===== config.mk =====
export PLATFORM = sky130hd
export DESIGN_NAME = flash_linebuf_ctrl
export DESIGN_NICKNAME = d
export VERILOG_FILES = /design/src/rtl/flb_pkg.sv /design/src/rtl/flb_tags.sv /design/src/rtl/flb_lines.sv /design/src/rtl/flb_waitgen.sv /design/src/rtl/flash_linebuf_ctrl.sv
export SDC_FILE = /design/constraint.sdc
export NUM_CORES = 2
export LEC_CHECK = 0
export ABC_CLOCK_PERIOD_IN_PS = 24800
export BUFFER_PORTS_ARGS = -buffer_cell sky130_fd_sc_hd__buf_2
export CAP_MARGIN = 20
export CORE_ASPECT_RATIO = 1.4
export CORE_MARGIN = 2
export CORE_UTILIZATION = 45
export CTS_BUF_LIST = sky130_fd_sc_hd__clkbuf_4 sky130_fd_sc_hd__clkbuf_8
export DETAILED_ROUTE_END_ITERATION = 12
export PLACE_DENSITY = 0.6
export SETUP_SLACK_MARGIN = 0.5
export SLEW_MARGIN = 5
export SYNTH_ARGS = -nofsm -noshare
export SYNTH_HDL_FRONTEND = slang
export SYNTH_HIERARCHICAL = 1
export SYNTH_SLANG_ARGS = --single-unit

===== constraint.sdc =====
create_clock -name clk -period 24.8 [get_ports clk]
set_clock_uncertainty 0.15 [all_clocks]
set_input_delay 6.2 -clock clk [delete_from_list [all_inputs] [get_ports clk]]
set_output_delay 6.2 -clock clk [all_outputs]
set_load 0.02 [all_outputs]

===== src/rtl/flb_pkg.sv =====
package flb_pkg;
  localparam int WORD_W = 32;
  localparam int LINE_W = 256;
  localparam int WPL    = LINE_W / WORD_W;
  localparam int WSEL_W = $clog2(WPL);

  typedef enum logic [2:0] {
    ST_IDLE,
    ST_DFETCH,
    ST_PFETCH,
    ST_EXTRA,
    ST_RESP
  } fsm_t;

  // select one bus word out of a full line
  function automatic logic [WORD_W-1:0] pick_word(input logic [LINE_W-1:0] line,
                                                  input logic [WSEL_W-1:0] sel);
    return line[sel*WORD_W +: WORD_W];
  endfunction
endpackage


===== src/rtl/flb_tags.sv =====
module flb_tags #(
  parameter int NBUF = 4,
  parameter int LAW  = 13,
  localparam int IDX_W = $clog2(NBUF)
) (
  input  logic             clk,
  input  logic             rst_n,
  input  logic             inv,
  input  logic [LAW-1:0]   a_line,
  output logic             a_hit,
  output logic [IDX_W-1:0] a_idx,
  input  logic [LAW-1:0]   b_line,
  output logic             b_hit,
  input  logic             fill_we,
  input  logic [LAW-1:0]   fill_line,
  output logic [IDX_W-1:0] victim,
  input  logic             touch_en,
  input  logic [IDX_W-1:0] touch_idx,
  output logic [NBUF-1:0]  valid_o
);
  logic [NBUF-1:0]  valid_q;
  logic [LAW-1:0]   tag_q [NBUF];
  logic [IDX_W-1:0] age_q [NBUF];
  logic [NBUF-1:0]  a_match;
  logic [NBUF-1:0]  b_match;

  for (genvar g = 0; g < NBUF; g++) begin : g_cmp
    assign a_match[g] = valid_q[g] && (tag_q[g] == a_line);
    assign b_match[g] = valid_q[g] && (tag_q[g] == b_line);
  end

  assign a_hit   = |a_match;
  assign b_hit   = |b_match;
  assign valid_o = valid_q;

  always_comb begin
    a_idx = '0;
    for (int i = NBUF - 1; i >= 0; i--) begin
      if (a_match[i]) a_idx = IDX_W'(i);
    end
  end

  // invalid entry first, else the oldest
  always_comb begin
    logic found;
    victim = '0;
    found  = 1'b0;
    for (int i = 0; i < NBUF; i++) begin
      if (!valid_q[i] && !found) begin
        victim = IDX_W'(i);
        found  = 1'b1;
      end
    end
    if (!found) begin
      for (int i = 0; i < NBUF; i++) begin
        if (age_q[i] == IDX_W'(NBUF - 1)) victim = IDX_W'(i);
      end
    end
  end

  always_ff @(posedge clk or negedge rst_n) begin
    if (!rst_n) begin
      valid_q <= '0;
      for (int i = 0; i < NBUF; i++) begin
        tag_q[i] <= '0;
        age_q[i] <= IDX_W'(i);
      end
    end else begin
      if (inv) begin
        valid_q <= '0;
      end else if (fill_we) begin
        valid_q[victim] <= 1'b1;
        tag_q[victim]   <= fill_line;
      end
      if (touch_en) begin
        for (int i = 0; i < NBUF; i++) begin
          if (IDX_W'(i) == touch_idx)            age_q[i] <= '0;
          else if (age_q[i] < age_q[touch_idx])  age_q[i] <= age_q[i] + 1'b1;
        end
      end
    end
  end
endmodule


===== src/rtl/flb_lines.sv =====
module flb_lines
  import flb_pkg::*;
#(
  parameter int NBUF = 4,
  localparam int IDX_W = $clog2(NBUF)
) (
  input  logic              clk,
  input  logic              we,
  input  logic [IDX_W-1:0]  widx,
  input  logic [LINE_W-1:0] wdata,
  input  logic [IDX_W-1:0]  ridx,
  input  logic [WSEL_W-1:0] rsel,
  output logic [WORD_W-1:0] rword
);
  logic [LINE_W-1:0] mem [NBUF];

  for (genvar g = 0; g < NBUF; g++) begin : g_ent
    always_ff @(posedge clk) begin
      if (we && (widx == IDX_W'(g))) mem[g] <= wdata;
    end
  end

  assign rword = pick_word(mem[ridx], rsel);
endmodule


===== src/rtl/flb_waitgen.sv =====
module flb_waitgen #(
  parameter int EWS_W = 4
) (
  input  logic             clk,
  input  logic             rst_n,
  input  logic             load,
  input  logic [EWS_W-1:0] load_val,
  output logic             done
);
  logic [EWS_W-1:0] cnt_q;

  always_ff @(posedge clk or negedge rst_n) begin
    if (!rst_n)              cnt_q <= '0;
    else if (load)           cnt_q <= load_val;
    else if (cnt_q != '0)    cnt_q <= cnt_q - 1'b1;
  end

  assign done = (cnt_q == EWS_W'(1));
endmodule


===== src/rtl/flash_linebuf_ctrl.sv =====
module flash_linebuf_ctrl
  import flb_pkg::*;
#(
  parameter int NBUF   = 4,
  parameter int ADDR_W = 16,
  parameter int NMST   = 4,
  parameter int EWS_W  = 4
) (
  input  logic                      clk,
  input  logic                      rst_n,
  input  logic                      req_valid,
  input  logic [ADDR_W-1:0]         req_addr,
  input  logic [$clog2(NMST)-1:0]   req_mid,
  output logic                      req_ready,
  output logic [WORD_W-1:0]         rsp_data,
  input  logic                      buf_en,
  input  logic                      pe_start,
  input  logic                      inv_req,
  input  logic [NMST-1:0]           pf_mask,
  input  logic [EWS_W-1:0]          ews_cnt,
  output logic                      arr_req,
  output logic [ADDR_W-WSEL_W-1:0]  arr_line,
  input  logic                      arr_ack,
  input  logic [LINE_W-1:0]         arr_data
);
  localparam int LAW   = ADDR_W - WSEL_W;
  localparam int IDX_W = $clog2(NBUF);
  localparam int MID_W = $clog2(NMST);

  function automatic logic [LAW-1:0] line_of(input logic [ADDR_W-1:0] a);
    return a[ADDR_W-1:WSEL_W];
  endfunction

  function automatic logic [WSEL_W-1:0] sel_of(input logic [ADDR_W-1:0] a);
    return a[WSEL_W-1:0];
  endfunction

  function automatic logic [LAW-1:0] next_line(input logic [LAW-1:0] l);
    return l + 1'b1;
  endfunction

  fsm_t              state_q;
  logic [LAW-1:0]    fetch_line_q;
  logic [WSEL_W-1:0] sel_q;
  logic [MID_W-1:0]  mid_q;
  logic [WORD_W-1:0] rdata_q;
  logic              pf_pend_q;
  logic [LAW-1:0]    pf_line_q;
  logic              kill_q;
  logic              buf_en_q;

  logic [LAW-1:0]    req_line;
  logic [WSEL_W-1:0] req_sel;
  logic              a_hit, b_hit;
  logic [IDX_W-1:0]  a_idx, victim;
  logic [NBUF-1:0]   valid_mask;
  logic [WORD_W-1:0] store_word;

  // named internal events
  logic inv_evt, hits_ok, is_idle, in_fetch, dem_fetch;
  logic hit_accept, miss_accept, pf_issue, fill_we;
  logic wait_load, wait_done, pf_arm, dem_done;

  assign req_line    = line_of(req_addr);
  assign req_sel     = sel_of(req_addr);
  assign inv_evt     = inv_req | pe_start | (buf_en ^ buf_en_q);
  assign hits_ok     = buf_en && (ews_cnt == '0);
  assign is_idle     = (state_q == ST_IDLE);
  assign dem_fetch   = (state_q == ST_DFETCH);
  assign in_fetch    = dem_fetch || (state_q == ST_PFETCH);
  assign hit_accept  = is_idle && req_valid && a_hit && hits_ok;
  assign miss_accept = is_idle && req_valid && !(a_hit && hits_ok);
  assign pf_issue    = is_idle && !req_valid && pf_pend_q && hits_ok && !b_hit && !inv_evt;
  assign fill_we     = in_fetch && arr_ack && buf_en && !inv_evt && !kill_q;
  assign dem_done    = dem_fetch && arr_ack;
  assign wait_load   = dem_done && (ews_cnt != '0);
  assign pf_arm      = dem_done && pf_mask[mid_q] && hits_ok;

  flb_tags #(.NBUF(NBUF), .LAW(LAW)) u_tags (
    .clk       (clk),
    .rst_n     (rst_n),
    .inv       (inv_evt),
    .a_line    (req_line),
    .a_hit     (a_hit),
    .a_idx     (a_idx),
    .b_line    (pf_line_q),
    .b_hit     (b_hit),
    .fill_we   (fill_we),
    .fill_line (fetch_line_q),
    .victim    (victim),
    .touch_en  (hit_accept | fill_we),
    .touch_idx (hit_accept ? a_idx : victim),
    .valid_o   (valid_mask)
  );

  flb_lines #(.NBUF(NBUF)) u_lines (
    .clk   (clk),
    .we    (fill_we),
    .widx  (victim),
    .wdata (arr_data),
    .ridx  (a_idx),
    .rsel  (req_sel),
    .rword (store_word)
  );

  flb_waitgen #(.EWS_W(EWS_W)) u_wait (
    .clk      (clk),
    .rst_n    (rst_n),
    .load     (wait_load),
    .load_val (ews_cnt),
    .done     (wait_done)
  );

  always_ff @(posedge clk or negedge rst_n) begin
    if (!rst_n) begin
      state_q      <= ST_IDLE;
      fetch_line_q <= '0;
      sel_q        <= '0;
      mid_q        <= '0;
      rdata_q      <= '0;
      buf_en_q     <= 1'b0;
    end else begin
      buf_en_q <= buf_en;
      case (state_q)
        ST_IDLE: begin
          if (hit_accept) begin
            rdata_q <= store_word;
            state_q <= ST_RESP;
          end else if (miss_accept) begin
            fetch_line_q <= req_line;
            sel_q        <= req_sel;
            mid_q        <= req_mid;
            state_q      <= ST_DFETCH;
          end else if (pf_issue) begin
            fetch_line_q <= pf_line_q;
            state_q      <= ST_PFETCH;
          end
        end
        ST_DFETCH: begin
          if (arr_ack) begin
            rdata_q <= pick_word(arr_data, sel_q);
            state_q <= (ews_cnt != '0) ? ST_EXTRA : ST_RESP;
          end
        end
        ST_PFETCH: if (arr_ack)   state_q <= ST_IDLE;
        ST_EXTRA:  if (wait_done) state_q <= ST_RESP;
        ST_RESP:   state_q <= ST_IDLE;
        default:   state_q <= ST_IDLE;
      endcase
    end
  end

  // prefetch bookkeeping: clear conditions win over arming
  always_ff @(posedge clk or negedge rst_n) begin
    if (!rst_n) begin
      pf_pend_q <= 1'b0;
      pf_line_q <= '0;
    end else if (inv_evt || !hits_ok) begin
      pf_pend_q <= 1'b0;
    end else if (pf_arm) begin
      pf_pend_q <= 1'b1;
      pf_line_q <= next_line(fetch_line_q);
    end else if (is_idle && (req_valid || b_hit || pf_issue)) begin
      pf_pend_q <= 1'b0;
    end
  end

  // a clear during an outstanding fetch spoils its fill
  always_ff @(posedge clk or negedge rst_n) begin
    if (!rst_n)                      kill_q <= 1'b0;
    else if (miss_accept || pf_issue) kill_q <= 1'b0;
    else if (in_fetch && inv_evt)     kill_q <= 1'b1;
  end

  assign req_ready = (state_q == ST_RESP);
  assign rsp_data  = rdata_q;
  assign arr_req   = in_fetch;
  assign arr_line  = fetch_line_q;
endmodule


### Word level (Yosys, flattened, before mapping)

Memory sizes are Yosys's and may differ from the RTL's.
Index checks and enable logic that the tools add are counted.

| cells by class | value |
|---|---|
| muxes and demuxes | 74 |
| shift operators | 2 |
| reduce and logical (&&, ||, !) cells | 85 |
| equal/unequal tests | 28 |
| add/sub/neg operators | 6 |
| order comparisons | 10 |
| bitwise logic cells | 10 |

Operators with widths:

| cell | number |
|---|---|
| $mux W256 | 3 |
| $reduce_or A256 Y1 | 3 |
| $shiftx A256 B9 Y32 | 2 |
| $eq A13 B13 Y1 | 8 |
| $mux W32 | 2 |
| $pmux W32 S2 | 1 |
| $bwmux W52 | 1 |
| $mux W2 | 25 |
| $mux W13 | 3 |
| $logic_and A1 B1 Y1 | 38 |
| $demux W13 S2 | 1 |
| $mux W1 | 23 |
| $mux W3 | 7 |
| $reduce_bool A2 Y1 | 9 |
| $mux W4 | 4 |
| $add A13 B1 Y13 const B | 1 |
| $eq A2 B2 Y1 const B | 6 |
| $pmux W3 S4 | 1 |
| $reduce_and A2 Y1 | 6 |
| $logic_not A1 Y1 | 11 |
| $reduce_and A3 Y1 | 3 |
| $add A2 B1 Y2 const B | 4 |
| $lt A2 B2 Y1 | 4 |
| $reduce_bool A4 Y1 | 2 |
| 30 further kinds | 47 |

| word-level totals | value |
|---|---|
| output and inout bits | 47 |
| memories kept | 1 |
| RAM bits | 1024 |
| input bits | 289 |
| flip-flop bits (word level) | 137 |
| word-level logic and storage cells | 235 |

Memories:

| memory | depth | width | rd ports | clocked after memory_dff | write ports | RTL line | text |
|---|---|---|---|---|---|---|---|
| u_lines.mem | 4 | 256 | 1 | 0 | 1 | flb_lines.sv:15 | `logic [LINE_W-1:0] mem [NBUF];` |

### Depth between registers and ports, before layout

| depth | value |
|---|---|
| depth after elaboration | 22 |
| mapped depth | 18 |
| mapped depth without buffers | 16 |

### By module

The synthesis kept the hierarchy.

By module, submodules not included:

| module | times used | area each (µm²) | seq. area each (µm²) | cells an instance |
|---|---|---|---|---|
| flb_lines | 1 | 39666.8 | 30749.5 | 2187 |
| flash_linebuf_ctrl | 1 | 5275.1 | 1726.7 | 446 |
| flb_tags | 1 | 4269.1 | 1606.5 | 380 |
| flb_waitgen | 1 | 265.3 | 100.1 | 24 |

### Worst setup path before layout

Ideal clock, no wire load.

| timing | value |
|---|---|
| path kind | input-to-reg |
| start point | in buf_en |
| end point | mem u_lines.mem[0][0], enable pin |
| setup time | 1245 ps |
| slack | -2459 ps |
| cell stages on the path | 4 |
| arrival time | 25865 ps |
| required time | 23405 ps |
| path buffers | 0 |
| cell sequence | xor2_1 > or3_1 > nor4_1 > nor3b_1 |

| on the way | value |
|---|---|
| longest elaborated chain between the ends | 12 |
| elaborated cells between the ends (all ways) | 27 |
| classes of those cells | 14 x mux; 2 x bitwise; 11 x reduce/logical |

RTL lines:

| element | RTL line | text |
|---|---|---|
| from (decl) | flash_linebuf_ctrl.sv:16 | `input logic buf_en,` |
| $xor A1 B1 Y1 (*) | flash_linebuf_ctrl.sv:66 | `assign inv_evt = inv_req \| pe_start \| (buf_en ^ buf_en_q);` |
| $or A1 B1 Y1 (*) | flash_linebuf_ctrl.sv:66 |  |
| net inv_evt | flash_linebuf_ctrl.sv:60 | `logic inv_evt, hits_ok, is_idle, in_fetch, dem_fetch;` |
| $logic_not A1 Y1 (*) | flash_linebuf_ctrl.sv:74 | `assign fill_we = in_fetch && arr_ack && buf_en && !inv_evt && !kill_q;` |
| $logic_and A1 B1 Y1 (*) (2 in a row) | flash_linebuf_ctrl.sv:74 |  |
| net fill_we | flash_linebuf_ctrl.sv:61 | `logic hit_accept, miss_accept, pf_issue, fill_we;` |
| $logic_and A1 B1 Y1 | flb_lines.sv:19 | `if (we && (widx == IDX_W'(g))) mem[g] <= wdata;` |
| $mux W1 | flb_lines.sv:19 |  |
| $mux W1 (not written as such) | flb_lines.sv:19 |  |
| $reduce_or A256 Y1 (no line) | -- |  |
| $mux W2 (no line) or $mux W1 (tied branches) (3 in a row) | -- |  |
| to (decl) | flb_lines.sv:15 |  |

Mark *: on every way through the listed nets, which the timed path passes. The rest lies on a longest branch.

### Worst setup path in the final report

| timing | value |
|---|---|
| start point | in req_addr[7] |
| end point | reg rdata_q[30] (netlist: rsp_data[30]) |

| on the way | value |
|---|---|
| longest elaborated chain between the ends | 10 |
| elaborated cells between the ends (all ways) | 21 |
| classes of those cells | 5 x eq/ne; 1 x shift; 6 x mux; 8 x reduce/logical; 1 x memory |

RTL lines:

| element | RTL line | text |
|---|---|---|
| from (decl) | flash_linebuf_ctrl.sv:12 | `input logic [ADDR_W-1:0] req_addr,` |
| $eq A13 B13 Y1 | flb_tags.sv:28 | `assign a_match[g] = valid_q[g] && (tag_q[g] == a_line);` |
| $logic_and A1 B1 Y1 | flb_tags.sv:28 |  |
| $mux W2 (3 in a row) | flb_tags.sv:39 | `if (a_match[i]) a_idx = IDX_W'(i);` |
| $mux W2 (*) | flb_tags.sv:39 |  |
| net a_idx[0] | flash_linebuf_ctrl.sv:55 | `logic [IDX_W-1:0] a_idx, victim;` |
| $mem_v2 Z4 W256 (*) | -- |  |
| $shiftx A256 B9 Y32 (*) | flb_pkg.sv:18 | `return line[sel*WORD_W +: WORD_W];` |
| net store_word[30] | flash_linebuf_ctrl.sv:57 | `logic [WORD_W-1:0] store_word;` |
| $mux W32 (*) | flash_linebuf_ctrl.sv:126 | `if (hit_accept) begin` |
| $pmux W32 S2 (*) | flash_linebuf_ctrl.sv:124 | `case (state_q)` |
| to (signal assigned) | flash_linebuf_ctrl.sv:127 | `rdata_q <= store_word;` |
| to (signal assigned) | flash_linebuf_ctrl.sv:141 | `rdata_q <= pick_word(arr_data, sel_q);` |
| to (decl) | flash_linebuf_ctrl.sv:46 | `logic [WORD_W-1:0] rdata_q;` |

Mark *: on every way through the listed nets, which the timed path passes. The rest lies on a longest branch. The select of a mux whose other input is x is not followed.
A chain may end at the register's enable or synchronous reset.

==> results.ini <==
[outcome]
status = complete, no violations

[worst_setup_path]
cp.arrival_ns = 11.93
crit_slowest_cell = buf_4
cp-end-kind = register
critical_path_class = in2reg
startpoint_type = input pin
cpMostUsedCell = buf_4
cp_slowest_stage_delay_ns = 0.92
critical_path_peak_fanout = 57
cp_top_family = buffers and inverters
cp.buffers_inverters = 6
crit_path_cell_trace = buf_2, xnor2_1, nand4_1, nor4_1, a21oi_1, nor2_4, buf_4, buf_4, buf_16, buf_4, buf_12, mux2i_1, a22oi_1, nand3_1, nand3_1, nor2_1, a211oi_1, a21o_1
cp.required_ns = 25.41

[timing]
grt_setup_unrepaired = false
min_period_over_period_pct = 45.6
slew_viol_final = 0
finalSetupViolations = 0
period_minus_slack_ns = 11.32
hold_viol = 0
worst_slew_pin_slew_ns = 1.13
fmax_mhz = 88.3
tns_ns = 0
slew_headroom_pct = 24.8

[clock_network]
clock_sinks = 1161
cts-root-buf = clkbuf_8
cts_hold_buf = 0
cts_buffers = 177
postCtsSetupRepairBufs = 0
cts_tree = yes
clk_pin_slew_ns = 0.06
worstSkewPairLatency_ns = 0.91
cts_resized = 0
clockBufferDepth = 3
htree_num_levels = 4

[global_routing]
grt_start_max_net_pins = 144
track_usage_pct = 24.8
grt-ovfl-total = 0
antenna_found_initial = 67
grt_pass1_wl_um = 203000
grt_pass1_vias = 30100

[yosys]
netlist.area_leader.share_pct = 62.2
synth_warnings = 6
ys_ff_latch = 1161
syn_nets = 3338
synth-edff-count = 1024
synth_cell_type_count = 72
yosysSeqAreaShare_pct = 69.1
synth_area_mm2 = 0.0495
synth-async-reset-ratio_pct = 11.8
synthTopCellsByArea = edfxtp_1 (62%), mux2i_1 (11%), dfrtp_1 (6.7%)
synth_top_area_cell = edfxtp_1
syn_inst = 3037
ys.flop_type = edfxtp_1
syn_avg_cell_area_um2 = 16.3

[floorplan]
boundaryPins = 336
dieArea_mm2 = 0.113
die_w_um = 284
die_y_um = 396
start_util_pct = 45.5
core-area_mm2 = 0.109
rows = 143

[layout]
fillers = 9141
final_util_pct = 51.6
drive_gt1_share_pct = 23.7
syn_to_final_growth_pct = 13.4
finalNetCount = 3711

[place]
place.gp.congestion = 0.926
dp_hpwl_um = 85600
portBuffers = 335

[route]
wl_per_cell_um = 28.0
wirelength_um = 141000
firstDrtPassIters = 5
viasPerCell = 5.73
drtAntennaViolNets = 0
drt_iter0_drc = 1910
vias = 28800
drc_errors = 0

[job]
maxCapViolations = 0

[pwr]
power_w = 0.00456
power.density_mw_per_mm2 = 81.4
ir_drop_mv = 0.0549
p_leak_nw = 18.9

[min_path]
hold_path.class = reg2reg

[metrics by stage]
step           setup WS, ns  area (um2)  cells  hold slack (ns)
2_1_floorplan          5.88       49500   3037            0.338
3_3_place_gp          12.40       52400   4677            0.306
3_5_place_dp          12.25       52400   4678            0.310
4_1_cts               13.21       56000   5000            0.330
5_1_grt               13.08       56000   5009            0.342
6_report              13.48       56100   5024            0.323
[registers in the layout, summed over array words and instances, names as in the netlist]
register and flops:
buf_en_q 1, u_wait/cnt_q 4, sel_q 3, arr_line 13, u_tags/tag_q 52, pf_pend_q 1
mid_q 2, state_q 3, u_tags/age_q 8, pf_line_q 13, rsp_data 32, u_lines/mem 1024
u_tags/valid_o 4, kill_q 1
[routing by layer]
metal | up-vias | wire length (um) | track usage (%)
met5 | - | 356 | 0
met4 | 56 | 6280 | 11.2
met3 | 308 | 9070 | 6.49
met2 | 919 | 73500 | 44.3
met1 | 14800 | 51500 | 27.8
li1 | 12700 | - | -
[path summary, 6_finish.rpt]
kind                       depth (start not counted)  slack (ns)          endpoint             start
setup / recovery                                  18       13.48      rsp_data[30]       req_addr[7]
hold / removal                                     1        0.32      rsp_data[23]      rsp_data[23]
setup reg to reg                                  17       18.49      rsp_data[30]  u_tags/tag_q[37]
hold reg to reg                                    1        0.32      rsp_data[23]      rsp_data[23]
max in group asynchronous                          3       17.39          sel_q[2]             rst_n
min in group asynchronous                          1        5.09  u_tags/tag_q[23]             rst_n
[final cells by class]
type | instances | area [um2] | area share [%]
Timing Repair Buffer | 384 | 2170 | 3.86
Clock inverter | 78 | 531 | 0.946
Antenna cell | 21 | 52.6 | 0.0937
Clock buffer | 244 | 3010 | 5.36
Inverter | 12 | 45.0 | 0.0803
Tap cell | 1450 | 1810 | 3.23
Multi-Input combinational cell | 1674 | 14300 | 25.5
Sequential cell | 1161 | 34200 | 61.0
[cells by family after synthesis]
family | synth area share, %
flops | 69.1
buf+inv | 2.26
xor+xnor | 2.11
simple gates | 4.29
mux | 16.0
fa+ha+maj | 0.303
compound gates | 5.99
[cells in the mapped netlist, drive strengths merged, types with 44 or more instances]
master,number
a21oi,121
mux2,63
clkbuf,82
a22oi,96
nand2,137
nor2,62
a22o,65
nand3,101
edfxtp,1024
buf,108
mux4,67
xnor2,75
dfrtp,133
xor2,44
mux2i,561
[cell usage in the layout (no fill, tap or decap), types with 36 or more instances in the layout]
cell,Yosys,final
clkbuf_4,2,56
edfxtp_1,1024,1024
xnor2_1,75,75
buf_4,36,41
clkinv_1,0,38
nand2_1,137,136
nand3_1,101,101
a21o_1,36,36
nor3_1,36,36
xor2_1,44,44
buf_2,39,334
mux2_2,45,45
mux4_2,67,67
a31oi_1,36,36
nor2_1,62,59
a22oi_1,96,96
dfrtp_1,133,130
a22o_1,65,65
a21oi_1,116,116
clkbuf_8,0,188
mux2i_1,561,561
[power by group]
part	internal [W]	switching (W)	total [W]
sequential	0.00218	0.0000929	0.00228
clock	0.000825	0.000750	0.00157
combinational	0.000273	0.000440	0.000713
(Power assumes the default switching activity.)
